===== src/rtl/lpm_pkg.sv =====
package lpm_pkg;
  typedef enum logic [2:0] {
    M_RUN   = 3'd0,
    M_HALT  = 3'd1,
    M_STOP  = 3'd2,
    M_DHALT = 3'd3,
    M_HALTH = 3'd4
  } lpm_mode_e;
endpackage


===== src/rtl/lpm_pending.sv =====
module lpm_pending #(
  parameter int IRQ_N = 8
) (
  input  logic [IRQ_N-1:0] irq_en,
  input  logic [IRQ_N-1:0] irq_req,
  output logic             pend
);
  logic [IRQ_N-1:0] hit;
  for (genvar i = 0; i < IRQ_N; i++) begin : g_src
    assign hit[i] = irq_en[i] & irq_req[i];
  end
  assign pend = |hit;
endmodule


===== src/rtl/lpm_entry_check.sv =====
module lpm_entry_check
  import lpm_pkg::*;
#(
  parameter int              ADDR_W   = 16,
  parameter logic [ADDR_W-1:0] REG_ADDR = 16'hF009
) (
  input  logic              bus_wr,
  input  logic [ADDR_W-1:0] bus_addr,
  input  logic [7:0]        bus_wdata,
  input  logic              stop_unlock,
  input  logic              pend,
  input  logic              hs_sel,
  input  logic              hs_osc_stat,
  input  logic              ls_osc_stat,
  output logic              enter,
  output lpm_mode_e         target
);
  logic [3:0] req;
  logic       single;
  logic       osc_ok;
  logic       unused_hi;

  assign req       = bus_wdata[3:0];
  assign unused_hi = ^bus_wdata[7:4];
  assign single    = (req != 4'd0) && ((req & (req - 4'd1)) == 4'd0);

  always_comb begin
    unique case (1'b1)
      req[1]:  target = M_STOP;
      req[2]:  target = M_DHALT;
      req[3]:  target = M_HALTH;
      default: target = M_HALT;
    endcase
  end

  always_comb begin
    osc_ok = 1'b1;
    if (hs_sel) begin
      if (target != M_HALT) osc_ok = !hs_osc_stat;
    end else begin
      if (target == M_DHALT) osc_ok = !ls_osc_stat;
    end
  end

  assign enter = bus_wr && (bus_addr == REG_ADDR) && single && !pend &&
                 ((target != M_STOP) || stop_unlock) && osc_ok;
endmodule


===== src/rtl/lpm_state.sv =====
module lpm_state
  import lpm_pkg::*;
(
  input  logic      clk,
  input  logic      rst,
  input  logic      enter,
  input  lpm_mode_e target,
  input  logic      pend,
  input  logic      mie,
  output lpm_mode_e mode,
  output logic      cpu_clk_en,
  output logic      hs_clk_stop,
  output logic      ls_clk_stop,
  output logic      wake,
  output logic      wake_svc
);
  lpm_mode_e mode_n;
  logic      wake_n;

  always_comb begin
    mode_n = mode;
    wake_n = 1'b0;
    if (mode == M_RUN) begin
      if (enter) mode_n = target;
    end else if (pend) begin
      mode_n = M_RUN;
      wake_n = 1'b1;
    end
  end

  always_ff @(posedge clk) begin
    if (rst) begin
      mode        <= M_RUN;
      cpu_clk_en  <= 1'b1;
      hs_clk_stop <= 1'b0;
      ls_clk_stop <= 1'b0;
      wake        <= 1'b0;
      wake_svc    <= 1'b0;
    end else begin
      mode        <= mode_n;
      cpu_clk_en  <= (mode_n == M_RUN);
      hs_clk_stop <= (mode_n == M_STOP) || (mode_n == M_DHALT) || (mode_n == M_HALTH);
      ls_clk_stop <= (mode_n == M_STOP);
      wake        <= wake_n;
      wake_svc    <= wake_n & mie;
    end
  end
endmodule


===== src/rtl/lpm_ctrl.sv =====
module lpm_ctrl
  import lpm_pkg::*;
#(
  parameter int                ADDR_W   = 16,
  parameter logic [ADDR_W-1:0] REG_ADDR = 16'hF009,
  parameter int                IRQ_N    = 8
) (
  input  logic              clk,
  input  logic              rst,
  input  logic              bus_wr,
  input  logic [ADDR_W-1:0] bus_addr,
  input  logic [7:0]        bus_wdata,
  input  logic              stop_unlock,
  input  logic [IRQ_N-1:0]  irq_en,
  input  logic [IRQ_N-1:0]  irq_req,
  input  logic              mie,
  input  logic              hs_sel,
  input  logic              hs_osc_stat,
  input  logic              ls_osc_stat,
  output logic [2:0]        mode,
  output logic              cpu_clk_en,
  output logic              hs_clk_stop,
  output logic              ls_clk_stop,
  output logic              wake,
  output logic              wake_svc
);
  logic      pend;
  logic      enter;
  lpm_mode_e target;
  lpm_mode_e mode_q;

  lpm_pending #(.IRQ_N(IRQ_N)) u_pend (
    .irq_en(irq_en), .irq_req(irq_req), .pend(pend)
  );

  lpm_entry_check #(.ADDR_W(ADDR_W), .REG_ADDR(REG_ADDR)) u_chk (
    .bus_wr(bus_wr), .bus_addr(bus_addr), .bus_wdata(bus_wdata),
    .stop_unlock(stop_unlock), .pend(pend), .hs_sel(hs_sel),
    .hs_osc_stat(hs_osc_stat), .ls_osc_stat(ls_osc_stat),
    .enter(enter), .target(target)
  );

  lpm_state u_state (
    .clk(clk), .rst(rst), .enter(enter), .target(target), .pend(pend),
    .mie(mie), .mode(mode_q), .cpu_clk_en(cpu_clk_en),
    .hs_clk_stop(hs_clk_stop), .ls_clk_stop(ls_clk_stop),
    .wake(wake), .wake_svc(wake_svc)
  );

  assign mode = mode_q;
endmodule


===== config.mk =====
export PLATFORM = sky130hd
export DESIGN_NAME = lpm_ctrl
export DESIGN_NICKNAME = d
export VERILOG_FILES = /design/src/rtl/lpm_pkg.sv /design/src/rtl/lpm_pending.sv /design/src/rtl/lpm_entry_check.sv /design/src/rtl/lpm_state.sv /design/src/rtl/lpm_ctrl.sv
export SDC_FILE = /design/constraint.sdc
export NUM_CORES = 1
export LEC_CHECK = 0
export BUFFER_PORTS_ARGS = -buffer_cell sky130_fd_sc_hd__buf_2
export CAP_MARGIN = 20
export CORE_MARGIN = 2
export CORE_UTILIZATION = 30
export CTS_BUF_LIST = sky130_fd_sc_hd__clkbuf_8
export DETAILED_ROUTE_END_ITERATION = 12
export PLACE_DENSITY_LB_ADDON = 0.1
export SYNTH_ARGS = -nofsm -noshare
export SYNTH_HDL_FRONTEND = slang
export SYNTH_SLANG_ARGS = --single-unit

===== constraint.sdc =====
create_clock -name clk -period 1.36 [get_ports clk]
set_input_delay 0.204 -clock clk [delete_from_list [all_inputs] [get_ports clk]]
set_output_delay 0.204 -clock clk [all_outputs]
set_load 0.1 [all_outputs]

* Word level (Yosys, flattened, before mapping)
Index checks and enable logic that the tools add are counted.
** Operators by class
- Reductions and logical operators :: 17
- Bitwise logic cells :: 10
- Add/subtract/negate cells :: 1
- Equal/unequal tests :: 7
- Muxes and demuxes :: 9
** Operators with widths (count)
- $eq 16x16->1 const B :: 1
- $and 1x1->1 :: 9
- $eq 3x2->1 const B :: 3
- $mux 3 :: 3
- $pmux 3 s3 :: 1
- $reduce_or 8->1 :: 1
- $logic_and 1x1->1 :: 6
- $logic_not 3->1 :: 2
- $mux 1 :: 5
- $and 4x4->4 :: 1
- $logic_not 4->1 :: 1
- $reduce_bool 4->1 :: 1
- $sub 4x1->4 const B :: 1
- $eq 3x3->1 const B :: 1
- $logic_not 1->1 :: 3
- $logic_or 1x1->1 :: 3
- $ne 3x1->1 const B :: 1
- $ne 3x2->1 const B :: 1
** Storage, ports and cells
- Input bits :: 48
- Flip-flop bits (word level) :: 8
- Word-level logic and storage cells :: 50

* Longest topological paths before layout
- Depth after elaboration :: 13
- Gate-level depth with buffers :: 6
- Mapped depth without buffers :: 5

* Hierarchy
Synthesis repeated with hierarchy kept, for this count alone.
** Second synthesis, totals
- Cells, all modules :: 50
- Area, all modules :: 471.7 um^2
** By module, submodules not included
- lpm_state :: times used 1, area each 309.0 um^2, seq. area each 160.2 um^2, cells each 28
- lpm_entry_check :: times used 1, area each 126.4 um^2, seq. area each 0.0 um^2, cells each 17
- lpm_pending :: times used 1, area each 36.3 um^2, seq. area each 0.0 um^2, cells each 5

* Worst setup path after synthesis
Ideal clock, no wire load.
- Path type :: flip-flop to flip-flop
- Start point :: register u_state.mode[1]
- End point :: register u_state.ls_clk_stop
- Setup slack :: -0.522 ns
- Required time :: 1.286 ns
- Arrival time :: 1.807 ns
- Setup time :: 0.074 ns
- Stages on the path, launching flop included :: 6
- Path through :: dfxtp_1 -> nor3_1 -> nand3_1 -> a2111oi_4 -> a21oi_2 -> nor3_2
** On the way
- Cells in the longest elaborated chain, start to end :: 3
- Elaborated cells on any way between the ends :: 5
** RTL lines
- start: declaration :: line lpm_state.sv:10 : output lpm_mode_e mode,
- start signal: assignment :: line lpm_state.sv:40 : mode <= mode_n;
- $logic_not 3->1 (tied with other cells) :: line lpm_state.sv:23 : if (mode == M_RUN) begin
- $mux 3 * :: line lpm_state.sv:23
- $eq 3x2->1 * :: line lpm_state.sv:43 : ls_clk_stop <= (mode_n == M_STOP);
- end signal: assignment :: line lpm_state.sv:43
- end: declaration :: line lpm_state.sv:13 : output logic ls_clk_stop,
Mark *: on every way between the ends. The rest lies on a longest branch, timed or not.
A chain may end at the register's enable or synchronous reset.

* Final worst setup path
- Start point :: register u_state.mode[0]
- End point :: register u_state.cpu_clk_en
** On the way
- Cells in the longest elaborated chain, start to end :: 3
- Elaborated cells on any way between the ends :: 5
** RTL lines
- $logic_not 3->1 (tied with other cells) :: line lpm_state.sv:23
- $mux 3 * :: line lpm_state.sv:23
- $logic_not 3->1 * :: line lpm_state.sv:41 : cpu_clk_en <= (mode_n == M_RUN);
- end signal: assignment :: line lpm_state.sv:41
- end: declaration :: line lpm_state.sv:11 : output logic cpu_clk_en,
Marked as above.

==> impl_metrics.toml <==
[cells_and_area]
total_inserted_antenna_cells = 0
design.final.nets = 173
flow.area_growth_from_synthesis_pct = 101
filler_cell_count = 127
area_of_combinational_cells_with_multiple_inputs_um2 = 343
finish.instance_area_um2 = 977
final_common_cell = "buf_2"
layout_common_cells = "buf_2, buf_4, nor2_1"
regArea_um2 = 171
final_layout_size_suffix_gt1_frac = 0.637

[worst_hold_path]
class_of_the_tightest_hold_or_removal_check = "primary input to flip-flop"
worst_hold_startpoint = "mie"
hold_depth = 2

[sta]
timing.max_slew.rel_slack = 0.679
fin_worst_hold_slack_ns = 0.180
worst-slew-pin-transition_ns = 0.484
grt_setup_unrepaired = "yes"
layout_skew_ns = 0.00489
finalHoldViolations = 0
final_max_slew_viol_count = 0
share_of_the_clock_period_used_by_the_worst_path = 0.999
fmax_mhz = 736
min_period_ns = 1.36
setup_viol = 0

[worst_setup_path]
required_ns = 1.47
timing.critical_path.from = "u_state.mode[0]$_SDFF_PP0_"
timing.setup.critical_path_class = "flip-flop to flip-flop"
worstRegToRegCells = 5
worstSetupEndpointType = "flip-flop"
worstPathMaxFanout = 4
regToRegStartpoint = "u_state.mode[0]$_SDFF_PP0_"
worst_setup_path_start_kind = "flip-flop"
critPathArrivalTime_ns = 1.47

[placement]
port_buffers = 51
gp_congestion = 0.700
placement.cell_area_um2 = 917
dpl.hpwl_um = 1200

[synth]
syn-instance-count = 56
synth.yosys.warnings = 0
yosys.cell_types.count = 31
synth-seq-area-share = 0.330
mappedNetlistNets = 104
post_synth.cell_area_avg_um2 = 8.67
mappedNetlistArea_um2 = 485
synth_seq_cells = 8

[floorplanning]
floorplan.io_pins = 56
die_area_um2 = 1960
floorplan.initialDensity = 0.322
die_w_um = 44.2
die_h_um = 44.2
placementRows = 14
design.core.area_um2 = 1510

[global_route]
grt_overflow = 0
grt_pass1_vias = 620
first_pass_grt_wire_length_um = 2310
grt_max_degree = 7
grt.total_usage = 0.164
grt_antenna_before_repair = 0

[power]
p_leak_nw = 0.484
irDropWorstVdd_uv = 499
p_sw_w = 0.000142
power_switching_share = 0.221
clockPowerShare = 0.452
total_design_power_w = 0.000646
power.share.combinational = 0.193
power_frac_seq = 0.356
int_pwr_w = 0.000503
power.density_cell_area_nw_per_um2 = 661

[clocking]
cts.sinks = 8
cts_tree = "yes"
clk-insertion-delay-late_ns = 0.23
clk_pin_slew_ns = 0.04
buffer_levels_on_the_longest_clock_path = 2
cts_root_buf = "clkbuf_8"
cts-buffers-inserted = 3
h-tree-depth = 1

[drt]
wl_per_cell_um = 10.4
drt_first_iter_violations = 8
wirelength_um = 1460
detailedRoute.firstPassIterationCount = 4
post-route-drc-count = 0
total_number_of_vias = 681
antenna_violating_nets_post_route = 0
vias_per_cell = 4.86

[run]
maxCapViolations = 0

[outcome]
status = "finished clean"
-- per-stage QoR --
step,TNS [ns],utilization,instances,worst slack (ns)
after global placement,-0.938,0.609,135,-0.196
final,0,0.649,140,0.00119
after CTS,-0.0101,0.644,140,-0.0101
after global routing,-0.400,0.649,140,-0.0992
after floorplan,-0.0571,-,56,-0.0432
after detailed placement,-1.11,0.609,135,-0.237
-- power groups by stage --
stage	logic, W	registers, W	clock network (W)
after global placement	0.000121	0.000234	0
after floorplan	0.0000354	0.000234	0
after detailed placement	0.000124	0.000234	0
after CTS	0.000125	0.000230	0.000298
after global routing	0.000139	0.000229	0.000304
final	0.000124	0.000230	0.000292
-- worst paths after layout --
path	to	slack (ns)
worst max-delay path	u_state.cpu_clk_en$_SDFF_PP1_	0.001
worst max register to register	u_state.cpu_clk_en$_SDFF_PP1_	0.001
worst min-delay path	u_state.wake_svc$_SDFF_PP0_	0.18
worst min register to register	u_state.cpu_clk_en$_SDFF_PP1_	0.51
-- flip-flops by register name, summed over array words and instances, names as in the netlist --
register / count
u_state.cpu_clk_en: 1
u_state.hs_clk_stop: 1
u_state.ls_clk_stop: 1
u_state.mode: 3
u_state.wake: 1
u_state.wake_svc: 1
-- layer usage --
metal / part of all wire / wire, um / global-route usage / vias to the layer above
met2: 0.48 / 695 / 0.294 / 40
met1: 0.40 / 582 / 0.169 / 281
met3: 0.10 / 150 / 0.0490 / 5
li1: - / - / - / 355
met5: 0 / 0 / 0 / -
met4: 0.021 / 31 / 0.0909 / 0
-- cell usage after synthesis --
master / number / share of area
a2111oi_1: 1 / 0.021
a2111oi_4: 1 / 0.057
a211o_1: 1 / 0.018
a21oi_1: 1 / 0.010
a21oi_2: 1 / 0.018
a22oi_1: 4 / 0.062
a2bb2oi_1: 1 / 0.018
a32oi_1: 1 / 0.018
and2_1: 1 / 0.013
and3b_1: 1 / 0.018
and4_1: 1 / 0.018
buf_1: 1 / 0.0077
dfxtp_1: 8 / 0.33
inv_1: 2 / 0.015
nand2_1: 4 / 0.031
nand3_1: 1 / 0.010
nand3b_1: 1 / 0.015
nand4_1: 2 / 0.026
nand4b_1: 1 / 0.018
nand4bb_1: 1 / 0.023
nor2_1: 8 / 0.062
nor2b_1: 1 / 0.013
nor3_1: 2 / 0.021
nor3_2: 1 / 0.021
nor3b_2: 1 / 0.026
nor4_1: 2 / 0.026
o21bai_1: 1 / 0.015
o22ai_1: 1 / 0.013
o41ai_1: 1 / 0.018
or2_0: 1 / 0.013
or3_1: 2 / 0.026
-- critical path, cell delays in order, from the launching register on --
cell and delay [ns]:
dfxtp_4 0.34, nor3_4 0.23, nand3_2 0.11, a2111oi_4 0.32, buf_4 0.19, o41ai_2 0.05
-- cells by family after synthesis --
group / share of synthesized area
AND/OR/NAND/NOR: 0.379
AO/OA/AOI/OAI: 0.268
flip-flops: 0.330
buffers and inverters: 0.0232
-- final cells by class --
class / instances / area share
Sequential cell: 8 / 0.175
Multi-Input combinational cell: 45 / 0.351
Clock buffer: 3 / 0.0423
Clock inverter: 1 / 0.00384
Tap cell: 16 / 0.0205
Timing Repair Buffer: 65 / 0.399
Inverter: 2 / 0.00768
-- repair_timing --
action / in CTS / in global routing
setup endpoints to repair: 3 / 6
pin swaps: 2 / 0
hold buffers: 0 / 0
gates resized for setup: 0 / 1
cloned: 0 / 0
setup buffers: 1 / 0
Note: power is estimated with default switching activity, not from simulation.
